$ cat src/rtl/acc_alu_pkg.sv
package acc_alu_pkg;

   typedef enum logic [2:0] {
      OP_LOAD  = 3'd0,
      OP_ADD   = 3'd1,
      OP_SUB   = 3'd2,
      OP_INC   = 3'd3,
      OP_DEC   = 3'd4,
      OP_ZERO  = 3'd5,
      OP_PASSR = 3'd6,
      OP_RSVD  = 3'd7
   } alu_op_e;

   localparam int OP_SEL_MIN = 3;

   localparam int CC_LT = 0;
   localparam int CC_EQ = 1;
   localparam int CC_GT = 2;
   localparam int CC_W  = 3;

endpackage

$ cat src/rtl/acc_alu_arith.sv
module acc_alu_arith
   import acc_alu_pkg::*;
#(
   parameter int WIDTH = 16,
   parameter int NCAND = 8
) (
   input  logic [WIDTH-1:0] r_in,
   input  logic [WIDTH-1:0] m_in,
   output logic [WIDTH-1:0] cand [NCAND]
);

   localparam logic [WIDTH-1:0] ONE = {{(WIDTH-1){1'b0}}, 1'b1};

   logic [WIDTH-1:0] sum_rm;
   logic [WIDTH-1:0] dif_rm;
   logic [WIDTH-1:0] m_plus;
   logic [WIDTH-1:0] m_minus;

   // Carry-chain adders; any carry out of the top bit is dropped (wrap).
   assign sum_rm  = r_in + m_in;
   assign dif_rm  = r_in + ~m_in + ONE;
   assign m_plus  = m_in + ONE;
   assign m_minus = m_in - ONE;

   generate
      for (genvar i = 0; i < NCAND; i++) begin : g_cand
         if (i == int'(OP_LOAD)) begin : g_load
            assign cand[i] = m_in;
         end else if (i == int'(OP_ADD)) begin : g_add
            assign cand[i] = sum_rm;
         end else if (i == int'(OP_SUB)) begin : g_sub
            assign cand[i] = dif_rm;
         end else if (i == int'(OP_INC)) begin : g_inc
            assign cand[i] = m_plus;
         end else if (i == int'(OP_DEC)) begin : g_dec
            assign cand[i] = m_minus;
         end else if (i == int'(OP_PASSR)) begin : g_passr
            assign cand[i] = r_in;
         end else begin : g_zero
            assign cand[i] = '0;
         end
      end
   endgenerate


   always_comb begin
      if (m_in == '1) begin
         inc_wrap_chk: assert (m_plus == '0);
      end
   end

endmodule

$ cat src/rtl/acc_alu_mux.sv
module acc_alu_mux #(
   parameter int WIDTH      = 16,
   parameter int SEL_W      = 3,
   parameter bit ONEHOT_MUX = 1'b1,
   localparam int NIN       = 1 << SEL_W
) (
   input  logic [SEL_W-1:0] sel,
   input  logic [WIDTH-1:0] din [NIN],
   output logic [WIDTH-1:0] dout
);

   generate
      if (ONEHOT_MUX) begin : g_andor
         logic [NIN-1:0]   dec;
         logic [WIDTH-1:0] masked [NIN];

         always_comb begin
            dec = '0;
            dec[sel] = 1'b1;
         end

         for (genvar i = 0; i < NIN; i++) begin : g_mask
            assign masked[i] = din[i] & {WIDTH{dec[i]}};
         end

         always_comb begin
            dout = '0;
            for (int k = 0; k < NIN; k++) begin
               dout = dout | masked[k];
            end
         end
      end else begin : g_index
         assign dout = din[sel];
      end
   endgenerate

endmodule

$ cat src/rtl/acc_alu_cmp.sv
module acc_alu_cmp
   import acc_alu_pkg::*;
#(
   parameter int WIDTH      = 16,
   parameter bit CMP_BY_SUB = 1'b1
) (
   input  logic            clk,
   input  logic            rst_n,
   input  logic            en,
   input  logic [WIDTH-1:0] r_in,
   input  logic [WIDTH-1:0] m_in,
   output logic [CC_W-1:0] cc
);

   logic m_lt_r;
   logic m_eq_r;
   logic [CC_W-1:0] cc_next;

   generate
      if (CMP_BY_SUB) begin : g_sub
         logic [WIDTH:0] diff;
         assign diff   = {m_in[WIDTH-1], m_in} - {r_in[WIDTH-1], r_in};
         assign m_lt_r = diff[WIDTH];
         assign m_eq_r = (diff == '0);
      end else begin : g_direct
         assign m_lt_r = $signed(m_in) < $signed(r_in);
         assign m_eq_r = (m_in == r_in);
      end
   endgenerate

   always_comb begin
      cc_next        = '0;
      cc_next[CC_LT] = m_lt_r;
      cc_next[CC_EQ] = m_eq_r;
      cc_next[CC_GT] = !m_lt_r && !m_eq_r;
   end

   always_ff @(posedge clk or negedge rst_n) begin
      if (!rst_n) begin
         cc <= '0;
      end else if (en) begin
         cc <= cc_next;
      end
   end


   cc_hold_chk: assert property (@(posedge clk) disable iff (!rst_n)
      !en |=> $stable(cc));


   cc_one_chk: assert property (@(posedge clk) disable iff (!rst_n)
      en |=> ($countones(cc) == 1));


   cc_gt_chk: assert property (@(posedge clk) disable iff (!rst_n)
      (en && ($signed(m_in) > $signed(r_in))) |=> cc[CC_GT]);


   cc_lt_chk: assert property (@(posedge clk) disable iff (!rst_n)
      (en && ($signed(m_in) < $signed(r_in))) |=> cc[CC_LT]);


   cc_onehot0_chk: assert property (@(posedge clk) disable iff (!rst_n)
      $onehot0(cc));

endmodule

$ cat src/rtl/acc_alu.sv
module acc_alu
   import acc_alu_pkg::*;
#(
   parameter int WIDTH      = 16,
   parameter int SEL_W      = 3,
   parameter bit ONEHOT_MUX = 1'b1,
   parameter bit CMP_BY_SUB = 1'b1
) (
   input  logic             clk,
   input  logic             rst_n,
   input  logic [SEL_W-1:0] op_sel,
   input  logic [WIDTH-1:0] acc_opnd,
   input  logic [WIDTH-1:0] mem_opnd,
   input  logic             cmp_en,
   output logic [WIDTH-1:0] result,
   output logic             flag_gt,
   output logic             flag_eq,
   output logic             flag_lt
);

   localparam int NCAND = 1 << SEL_W;

   generate
      if (WIDTH < 2) begin : g_bad_width
         $error("acc_alu: WIDTH must be at least 2");
      end
      if (SEL_W < OP_SEL_MIN) begin : g_bad_sel
         $error("acc_alu: SEL_W too small for the operation set");
      end
   endgenerate

   logic [WIDTH-1:0] cand [NCAND];
   logic [CC_W-1:0]  cc;

   acc_alu_arith #(
      .WIDTH (WIDTH),
      .NCAND (NCAND)
   ) arith_i (
      .r_in (acc_opnd),
      .m_in (mem_opnd),
      .cand (cand)
   );

   acc_alu_mux #(
      .WIDTH      (WIDTH),
      .SEL_W      (SEL_W),
      .ONEHOT_MUX (ONEHOT_MUX)
   ) mux_i (
      .sel  (op_sel),
      .din  (cand),
      .dout (result)
   );

   acc_alu_cmp #(
      .WIDTH      (WIDTH),
      .CMP_BY_SUB (CMP_BY_SUB)
   ) cmp_i (
      .clk  (clk),
      .rst_n(rst_n),
      .en   (cmp_en),
      .r_in (acc_opnd),
      .m_in (mem_opnd),
      .cc   (cc)
   );

   assign flag_gt = cc[CC_GT];
   assign flag_eq = cc[CC_EQ];
   assign flag_lt = cc[CC_LT];


   always_comb begin
      if (rst_n && (op_sel == SEL_W'(OP_ZERO))) begin
         zero_sel_chk: assert (result == '0);
      end
   end


   always_comb begin
      if (rst_n && (op_sel == SEL_W'(OP_LOAD))) begin
         load_sel_chk: assert (result == mem_opnd);
      end
   end

endmodule

$ cat config.mk
export PLATFORM = sky130hd
export DESIGN_NAME = acc_alu
export DESIGN_NICKNAME = d
export VERILOG_FILES = /design/src/rtl/acc_alu_pkg.sv /design/src/rtl/acc_alu_arith.sv /design/src/rtl/acc_alu_mux.sv /design/src/rtl/acc_alu_cmp.sv /design/src/rtl/acc_alu.sv
export SDC_FILE = /design/constraint.sdc
export NUM_CORES = 1
export LEC_CHECK = 0
export BUFFER_PORTS_ARGS = -buffer_cell sky130_fd_sc_hd__buf_2
export CAP_MARGIN = 30
export CELL_PAD_IN_SITES_DETAIL_PLACEMENT = 0
export CELL_PAD_IN_SITES_GLOBAL_PLACEMENT = 1
export CORE_UTILIZATION = 43
export CTS_BUF_LIST = sky130_fd_sc_hd__clkbuf_8
export DETAILED_ROUTE_END_ITERATION = 7
export PLACE_DENSITY = 0.82
export SKIP_CTS_REPAIR_TIMING = 1
export SLEW_MARGIN = 25
export SYNTH_ARGS = -nofsm -noshare
export SYNTH_HDL_FRONTEND = slang
export SYNTH_SLANG_ARGS = --single-unit
$ cat constraint.sdc
create_clock -name clk -period 4.56 [get_ports clk]
set_input_delay 0.912 -clock clk [delete_from_list [all_inputs] [get_ports clk]]
set_output_delay 0.912 -clock clk [all_outputs]
set_load 0.02 [all_outputs]
==> results.toml, run 1 <==
[worst_setup_path]
r2r_slack_ns = 3.92
critPathArrivalTime_ns = 3.64
rr_endpoint = "cmp_i.cc[1]$_DFFE_PN0P_"
endpoint = "result[14]"
timing.rr.start = "cmp_i.cc[1]$_DFFE_PN0P_"
startpoint = "acc_opnd[0]"
cpPeakStageDelay_ns = 0.39
cp_max_fo = 4
path_cells = "buf_2, inv_1, ha_1, inv_1, fa_2, a21o_1, a221o_1, a221o_1, and3_1, nor3_1, o21ai_1, a211oi_1, o22ai_1, buf_2"
crit_path_end_kind = "primary output"
path_class = "input port to primary output"
crit_required_ns = 3.65
r2r_cells = 2
cp-start-kind = "input port"
crit_slowest_cell = "a221o_1"

[clock_tree]
clk_latency_ns = 0.22
h-tree-depth = 1
root_buffer = "clkbuf_8"
clock-sinks = 3
clkSlewWorstSetupHoldPaths_ns = 0.04
cts_tree = "yes"
clockBufferDepth = 2
numCtsBuffers = 3

[sta]
rsz0062_at_grt = "true"
slew_headroom_pct = 47.5
setup_viol = 0
slew_violations = 0
fin_worst_skew_ns = 0
fin_crit_sh_pct = 99.9
fmax_mhz = 220
setup_tns_ns = 0
post-route-min-period_ns = 4.55
tightest_slew_ns = 0.787
hold_violations = 0

[grt]
grt_max_degree = 20
antenna_found_initial = 0
grt_pass1_wl_um = 20700
grt_pass1_vias = 4123
track_usage_pct = 29.9
grt_overflow = 0

[synthesis]
synth.largest_area_cell = "ha_1"
synth_cell_types = 68
syn_area_um2 = 3610
yosys-top-cells-area = "ha_1 17%, a21oi_1 5.4%, inv_1 5.2%"
async_flop_share_pct = 100
ys_warn_count = 0
synthesis.nets = 626
synth_cells = 537
syn_avg_cell_area_um2 = 6.72
ys_seq_elements = 3
synth_top_area_share_pct = 16.6
yosysSeqAreaShare_pct = 2.08
ys_top_cells_by_count = "50 x inv_1, 48 x ha_1, 39 x a21oi_1"
yosysMostFrequentCell = "inv_1"
ys.flop_type = "dfrtp_1"
synth-edff-count = 0

[floorplanning]
io_pins = 57
num_rows = 33
initial_core_util_pct = 44.2
dieArea_um2 = 8760
dieWidth_um = 93.6
core_area_um2 = 8180
die_h_um = 93.6

[placed_design]
dpl_cell_area_um2 = 4040
post-dp-hpwl_um = 10600
place_congestion = 0.972
dp_cells = 685
port_buffers = 56

[routing]
wirelength_um = 13100
vias = 4473
wl_per_cell_um = 19.0
drtIter0Drc = 447
route.detailed.drc = 0
vias_per_cell = 6.49
detail_route.first_pass.iterations = 5
ant_nets = 0

[power]
power_leakage_nw = 1.87
ir_drop_mv = 0.0548
power_density_nw_per_um2 = 155

[final_layout]
largest_registers = "cmp_i.cc (3)"
largest_register_ffs = 3
fin_util_pct = 50.0
final_cells = 689
num-nets-final = 674
diodes = 0
syn2layout_area_growth_pct = 13.3
drive_gt1_share_pct = 17.5
fin_area_um2 = 4090
top_register = "cmp_i.cc"

[run]
maxCapViolCount = 0

[worst_hold_path]
hp-class = "input port to asynchronous set/reset pin"

[run_status]
status = "completed"
## kinds of logic after synthesis
group,synth area share [%]
adder cells (fa/ha/maj),18.3
flip-flops,2.08
buffers and inverters,9.57
multiplexers,0.277
AND/OR/NAND/NOR,26.0
AO/OA/AOI/OAI,38.9
XOR/XNOR,4.85
## metrics by stage
stage | hold WS, ns | worst slack (ns) | total power, mW
2_1_floorplan | 0.591 | 0.386 | 0.379
3_3_place_gp | 0.457 | 0.0182 | 0.538
3_5_place_dp | 0.471 | -0.0378 | 0.542
4_1_cts | 0.474 | -0.0445 | 0.624
5_1_grt | 0.477 | -0.0820 | 0.684
6_report | 0.470 | 0.00634 | 0.635
## routing by layer
| layer | GRT usage [%] | vias to the layer above | share of wire [%] |
|---|---|---|---|
| met2 | 49.1 | 263 | 45 |
| met3 | 2.68 | 35 | 7.9 |
| met5 | 0 | - | 0 |
| met1 | 41.6 | 2064 | 45 |
| li1 | - | 2111 | - |
| met4 | 7.44 | 0 | 2.0 |
## final cells by class
cell class	instances	area, um^2
Sequential cell	3	75.1
Inverter	50	188
Multi-Input combinational cell	448	3200
Timing Repair Buffer	79	453
Clock inverter	1	3.75
Clock buffer	3	41.3
Fill cell	858	4080
Tap cell	105	131
## power by group
group,internal [mW],switching [mW]
clock,0.0576,0.0216
sequential,0.0292,0.00114
combinational,0.199,0.327
total,0.286,0.349
## critical path: cells and delay by family
kind	cells	cell delay (ns)
AOI/OAI and AO/OA	6	1.37
adders and majority gates	2	0.51
buffers and inverters	4	0.44
and+or+nand+nor	2	0.40
## worst min-delay path by stage
stage / from / to / slack, ns / cells after the start
2_1_floorplan: cmp_i.cc[0]$_DFFE_PN0P_ / cmp_i.cc[0]$_DFFE_PN0P_ / 0.59 / 1
3_3_place_gp: cmp_i.cc[0]$_DFFE_PN0P_ / cmp_i.cc[0]$_DFFE_PN0P_ / 0.46 / 1
3_5_place_dp: cmp_i.cc[0]$_DFFE_PN0P_ / cmp_i.cc[0]$_DFFE_PN0P_ / 0.47 / 1
4_1_cts: rst_n / cmp_i.cc[1]$_DFFE_PN0P_ / 0.47 / 1
5_1_grt: rst_n / cmp_i.cc[1]$_DFFE_PN0P_ / 0.48 / 1
6_report: rst_n / cmp_i.cc[1]$_DFFE_PN0P_ / 0.47 / 1
## cell usage in the layout, fill, tap and decap left out, types with 7 or more instances in the layout
cell type | Yosys | final
xnor2_1 | 16 | 16
a221o_1 | 11 | 11
nor2b_1 | 8 | 8
inv_1 | 50 | 51
a21oi_1 | 39 | 39
a22oi_1 | 9 | 9
o22ai_1 | 12 | 12
nor2_1 | 38 | 38
nand4_1 | 7 | 7
a221oi_1 | 8 | 8
o21ai_0 | 27 | 27
nor3_1 | 25 | 25
o21bai_1 | 8 | 8
or3_1 | 8 | 8
buf_2 | 6 | 56
a21o_1 | 11 | 11
nand3_1 | 17 | 17
nor4_1 | 9 | 8
buf_4 | 0 | 23
o221ai_1 | 7 | 7
nand2_1 | 25 | 25
and3_1 | 12 | 12
ha_1 | 48 | 48
o31ai_1 | 10 | 10
nand2b_1 | 9 | 9
Note: power is estimated with default switching activity, not from simulation.
==> inputs of run 2 (changes only) <==
--- a/config.mk
+++ b/config.mk
@@ -13,8 +13,9 @@
 export CTS_BUF_LIST = sky130_fd_sc_hd__clkbuf_8
 export DETAILED_ROUTE_END_ITERATION = 7
 export PLACE_DENSITY = 0.82
+export REMOVE_ABC_BUFFERS = 1
 export SKIP_CTS_REPAIR_TIMING = 1
-export SLEW_MARGIN = 25
+export SLEW_MARGIN = 20
 export SYNTH_ARGS = -nofsm -noshare
 export SYNTH_HDL_FRONTEND = slang
 export SYNTH_SLANG_ARGS = --single-unit
==> results.toml, run 2 (same netlist as run 1, synthesis figures left out) <==
[run_status]
status = "completed"

[floorplanning]
dieWidth_um = 93.6
dieArea_um2 = 8760
die_h_um = 93.6
initial_core_util_pct = 44.2
io_pins = 57
num_rows = 33
core_area_um2 = 8180

[sta]
setup_viol = 0
slew_violations = 0
fin_crit_sh_pct = 98.2
tightest_slew_ns = 0.674
holdWs_ns = 0.470
fin_worst_skew_ns = 0
hold_violations = 0
fmax_mhz = 223
rsz0062_at_grt = "true"
post-route-min-period_ns = 4.48
slew_headroom_pct = 54.9
setup_tns_ns = 0

[worst_setup_path]
crit_path_end_kind = "primary output"
r2r_cells = 1
cp_max_fo = 4
r2r_slack_ns = 3.92
critPathArrivalTime_ns = 3.56
rr_endpoint = "cmp_i.cc[0]$_DFFE_PN0P_"
timing.rr.start = "cmp_i.cc[0]$_DFFE_PN0P_"
crit_required_ns = 3.65
cp-start-kind = "input port"
path_class = "input port to primary output"

[placed_design]
post-dp-hpwl_um = 10500
port_buffers = 56
place_congestion = 0.953
dpl_cell_area_um2 = 4050

[routing]
wirelength_um = 13000
vias = 4449
wl_per_cell_um = 18.8
vias_per_cell = 6.44
detail_route.first_pass.iterations = 5
drtIter0Drc = 517
ant_nets = 0
route.detailed.drc = 0

[clock_tree]
numCtsBuffers = 3
clk_latency_ns = 0.22
clkSlewWorstSetupHoldPaths_ns = 0.03
cts_tree = "yes"
clock-sinks = 3
root_buffer = "clkbuf_8"
h-tree-depth = 1
clockBufferDepth = 2

[grt]
grt_max_degree = 20
grt_pass1_wl_um = 20900
antenna_found_initial = 0
grt_overflow = 0
grt_pass1_vias = 4138
track_usage_pct = 29.9

[final_layout]
largest_register_ffs = 3
layout_commonest_cell = "buf_2"
fin_area_um2 = 4130
diodes = 0
fin_util_pct = 50.5
num-nets-final = 676
top_register = "cmp_i.cc"
drive_gt1_share_pct = 18.3
largest_registers = "cmp_i.cc (3)"
final_cell_mix = "56 x buf_2, 51 x inv_1, 48 x ha_1, 39 x a21oi_1, 38 x nor2_1"
syn2layout_area_growth_pct = 14.4

[run]
maxCapViolCount = 0

[worst_hold_path]
holdPathEnd = "cmp_i.cc[0]$_DFFE_PN0P_"
whs_path_depth = 1
hp-class = "flop to flop"
hp-start = "cmp_i.cc[0]$_DFFE_PN0P_"

[power]
ir_drop_mv = 0.0528
power_density_nw_per_um2 = 155
power_leakage_nw = 1.89
power_mw = 0.639
-- run 2: worst max-delay path by stage --
stage	to	slack (ns)	start	cells after the start
finish	result[14]	0.08	acc_opnd[0]	14
CTS	result[14]	0.01	acc_opnd[0]	14
global placement	result[14]	0.05	acc_opnd[0]	14
detailed placement	result[14]	0.02	acc_opnd[0]	14
global route	result[14]	-0.04	acc_opnd[0]	14
floorplan	result[12]	0.36	acc_opnd[0]	10
-- run 2: stage by stage --
step,instances,setup WS [ns]
floorplan,501,0.365
CTS,691,0.0142
global route,691,-0.0444
global placement,687,0.0497
detailed placement,687,0.0245
finish,691,0.0843
-- run 2: power by group --
part           total (mW)  internal [mW]  leakage (nW)  switching (mW)
sequential         0.0304         0.0292        0.0373         0.00113
clock              0.0780         0.0576        0.0269          0.0205
combinational       0.531          0.203          1.82           0.328
-- run 2: final cells by class --
cell class / count / area, um^2
clock buffer: 3 / 41.3
inverter: 50 / 188
fill: 847 / 4050
timing repair buffer: 81 / 468
clock inverter: 1 / 3.75
sequential: 3 / 75.1
multi-input combinational: 448 / 3220
tap: 105 / 131
-- run 2: routing by layer --
metal | GRT usage (%) | vias up | share of wire (%)
li1 | - | 2118 | -
met1 | 41.9 | 2095 | 46
met2 | 49.4 | 205 | 46
met3 | 1.54 | 31 | 5.8
met4 | 8.33 | 0 | 2.4
met5 | 0 | - | 0
-- run 2: worst max-delay path: stages --
cell      delay (ns)
buf_2           0.12
inv_1           0.05
ha_1            0.13
inv_1           0.06
fa_2            0.37
a21o_1          0.19
a221o_1         0.41
a221o_1         0.37
and3_1          0.20
nor3_2          0.16
o21ai_1         0.10
a211oi_2        0.20
o22ai_1         0.09
buf_2           0.19
==> inputs of run 3 (changes only) <==
--- a/config.mk
+++ b/config.mk
@@ -6,12 +6,12 @@
 export NUM_CORES = 1
 export LEC_CHECK = 0
 export BUFFER_PORTS_ARGS = -buffer_cell sky130_fd_sc_hd__buf_2
-export CAP_MARGIN = 30
 export CELL_PAD_IN_SITES_DETAIL_PLACEMENT = 0
 export CELL_PAD_IN_SITES_GLOBAL_PLACEMENT = 1
 export CORE_UTILIZATION = 43
 export CTS_BUF_LIST = sky130_fd_sc_hd__clkbuf_8
 export DETAILED_ROUTE_END_ITERATION = 7
+export GPL_TIMING_DRIVEN = 0
 export PLACE_DENSITY = 0.82
 export REMOVE_ABC_BUFFERS = 1
 export SKIP_CTS_REPAIR_TIMING = 1
==> constraint.sdc (replaced) <==
create_clock -name clk -period 4.7 [get_ports clk]
set_input_delay 0.94 -clock clk [delete_from_list [all_inputs] [get_ports clk]]
set_output_delay 0.94 -clock clk [all_outputs]
set_load 0.02 [all_outputs]
==> results.toml, run 3 (same netlist as run 1, synthesis figures left out) <==
[run]
maxCapViolCount = 0

[worst_setup_path]
crit_path_end_kind = "primary output"
critPathArrivalTime_ns = 3.65
cp-start-kind = "input port"
r2r_slack_ns = 4.06
r2r_cells = 1
path_cells = "clkbuf_4, ha_1, inv_1, fa_1, o21ba_2, nor4_2, o31ai_2, o31a_1, a221o_1, o21ai_0, o2111ai_1, buf_2"
rr_endpoint = "cmp_i.cc[0]$_DFFE_PN0P_"
crit_slowest_cell = "fa_1"
timing.rr.start = "cmp_i.cc[0]$_DFFE_PN0P_"
cpPeakStageDelay_ns = 0.45
cp_max_fo = 8
crit_required_ns = 3.76
path_class = "input port to primary output"

[final_layout]
num-nets-final = 657
layout_commonest_cell = "buf_2"
fin_util_pct = 48.9
largest_register_ffs = 3
top_register = "cmp_i.cc"
final_cell_mix = "54 x buf_2, 50 x inv_1, 44 x ha_1, 39 x a21oi_1, 38 x nor2_1"
syn2layout_area_growth_pct = 10.7
fin_area_um2 = 4000
diodes = 0
largest_registers = "cmp_i.cc (3)"
drive_gt1_share_pct = 16.4

[sta]
hold_violations = 0
slew_violations = 0
fmax_mhz = 218
fin_worst_skew_ns = 0
tightest_slew_ns = 1.10
holdWs_ns = 0.474
setup_viol = 0
post-route-min-period_ns = 4.59
fin_crit_sh_pct = 97.7
slew_headroom_pct = 26.6
setup_tns_ns = 0

[floorplanning]
dieArea_um2 = 8760
initial_core_util_pct = 44.2
num_rows = 33
die_h_um = 93.6
dieWidth_um = 93.6
core_area_um2 = 8180
io_pins = 57

[clock_tree]
clock-sinks = 3
h-tree-depth = 1
cts_tree = "yes"
clk_latency_ns = 0.22
clkSlewWorstSetupHoldPaths_ns = 0.03
numCtsBuffers = 3
clockBufferDepth = 2
root_buffer = "clkbuf_8"

[routing]
vias = 4424
vias_per_cell = 6.58
drtIter0Drc = 537
detail_route.first_pass.iterations = 5
route.detailed.drc = 0
ant_nets = 0
wl_per_cell_um = 19.0
wirelength_um = 12800

[power]
power_mw = 0.602
power_density_nw_per_um2 = 151
power_leakage_nw = 1.78
ir_drop_mv = 0.0533

[grt]
track_usage_pct = 29.3
antenna_found_initial = 0
use_met2_pct = 48.9
met3_usage_pct = 2.52
grt_overflow = 0
grt_use_met1_pct = 40.4
grt_pass1_wl_um = 20400
gr-max-usage-layer = "met2"
grt_pass1_vias = 4019
grt_max_degree = 21

[placed_design]
place_congestion = 0.940
dpl_cell_area_um2 = 3880
post-dp-hpwl_um = 9990
port_buffers = 56

[worst_hold_path]
holdPathEnd = "cmp_i.cc[0]$_DFFE_PN0P_"
hp-start = "cmp_i.cc[0]$_DFFE_PN0P_"
whs_path_depth = 1
hp-class = "flop to flop"

[run_status]
status = "completed"
## run 3: changes by cell type in the layout (fill, tap and decap cells not counted), moves of 2 or more
cell,delta
buf_4,-19
ha_2,+4
buf_2,-2
ha_1,-4
clkbuf_4,+2
## run 3: metal layers
metal  vias up  share of wire [%]
met2       215                 47
met1      2100                 45
met3        30                7.1
met5         -                  0
met4         0                1.7
li1       2079                  -
## run 3: area by class of cell
type                       instances  area (um^2)
fill                             865         4180
multi-input combinational        448         3220
timing repair buffer              62          330
inverter                          50          191
tap                              105          131
sequential                         3         75.1
clock buffer                       3         41.3
clock inverter                     1         3.75
## run 3: worst max-delay path: cells and delay by family
family,cells,cell delay (ns)
AOI/OAI and AO/OA,6,1.42
adders and majority gates,2,0.62
buffers and inverters,3,0.41
and+or+nand+nor,1,0.25
## run 3: power by group
| part | switching (mW) | internal (mW) | leakage [nW] | total (mW) |
|---|---|---|---|---|
| logic | 0.314 | 0.184 | 1.72 | 0.498 |
| registers | 0.00114 | 0.0284 | 0.0373 | 0.0295 |
| clock network | 0.0193 | 0.0558 | 0.0269 | 0.0751 |
## run 3: stage by stage
step	worst slack [ns]	std cells
after floorplan	0.449	501
after global placement	-0.0116	662
after detailed placement	-0.0315	663
after CTS	-0.0320	667
after global routing	-0.0173	672
final	0.107	672
## run 3: worst max path at each step
stage / startpoint / endpoint / slack, ns / depth (start not counted)
6_report: mem_opnd[0] / result[10] / 0.11 / 12
5_1_grt: mem_opnd[1] / result[14] / -0.02 / 12
4_1_cts: acc_opnd[5] / result[14] / -0.03 / 12
3_5_place_dp: acc_opnd[5] / result[14] / -0.03 / 12
3_3_place_gp: mem_opnd[0] / result[12] / -0.01 / 12
2_1_floorplan: acc_opnd[0] / result[12] / 0.45 / 10
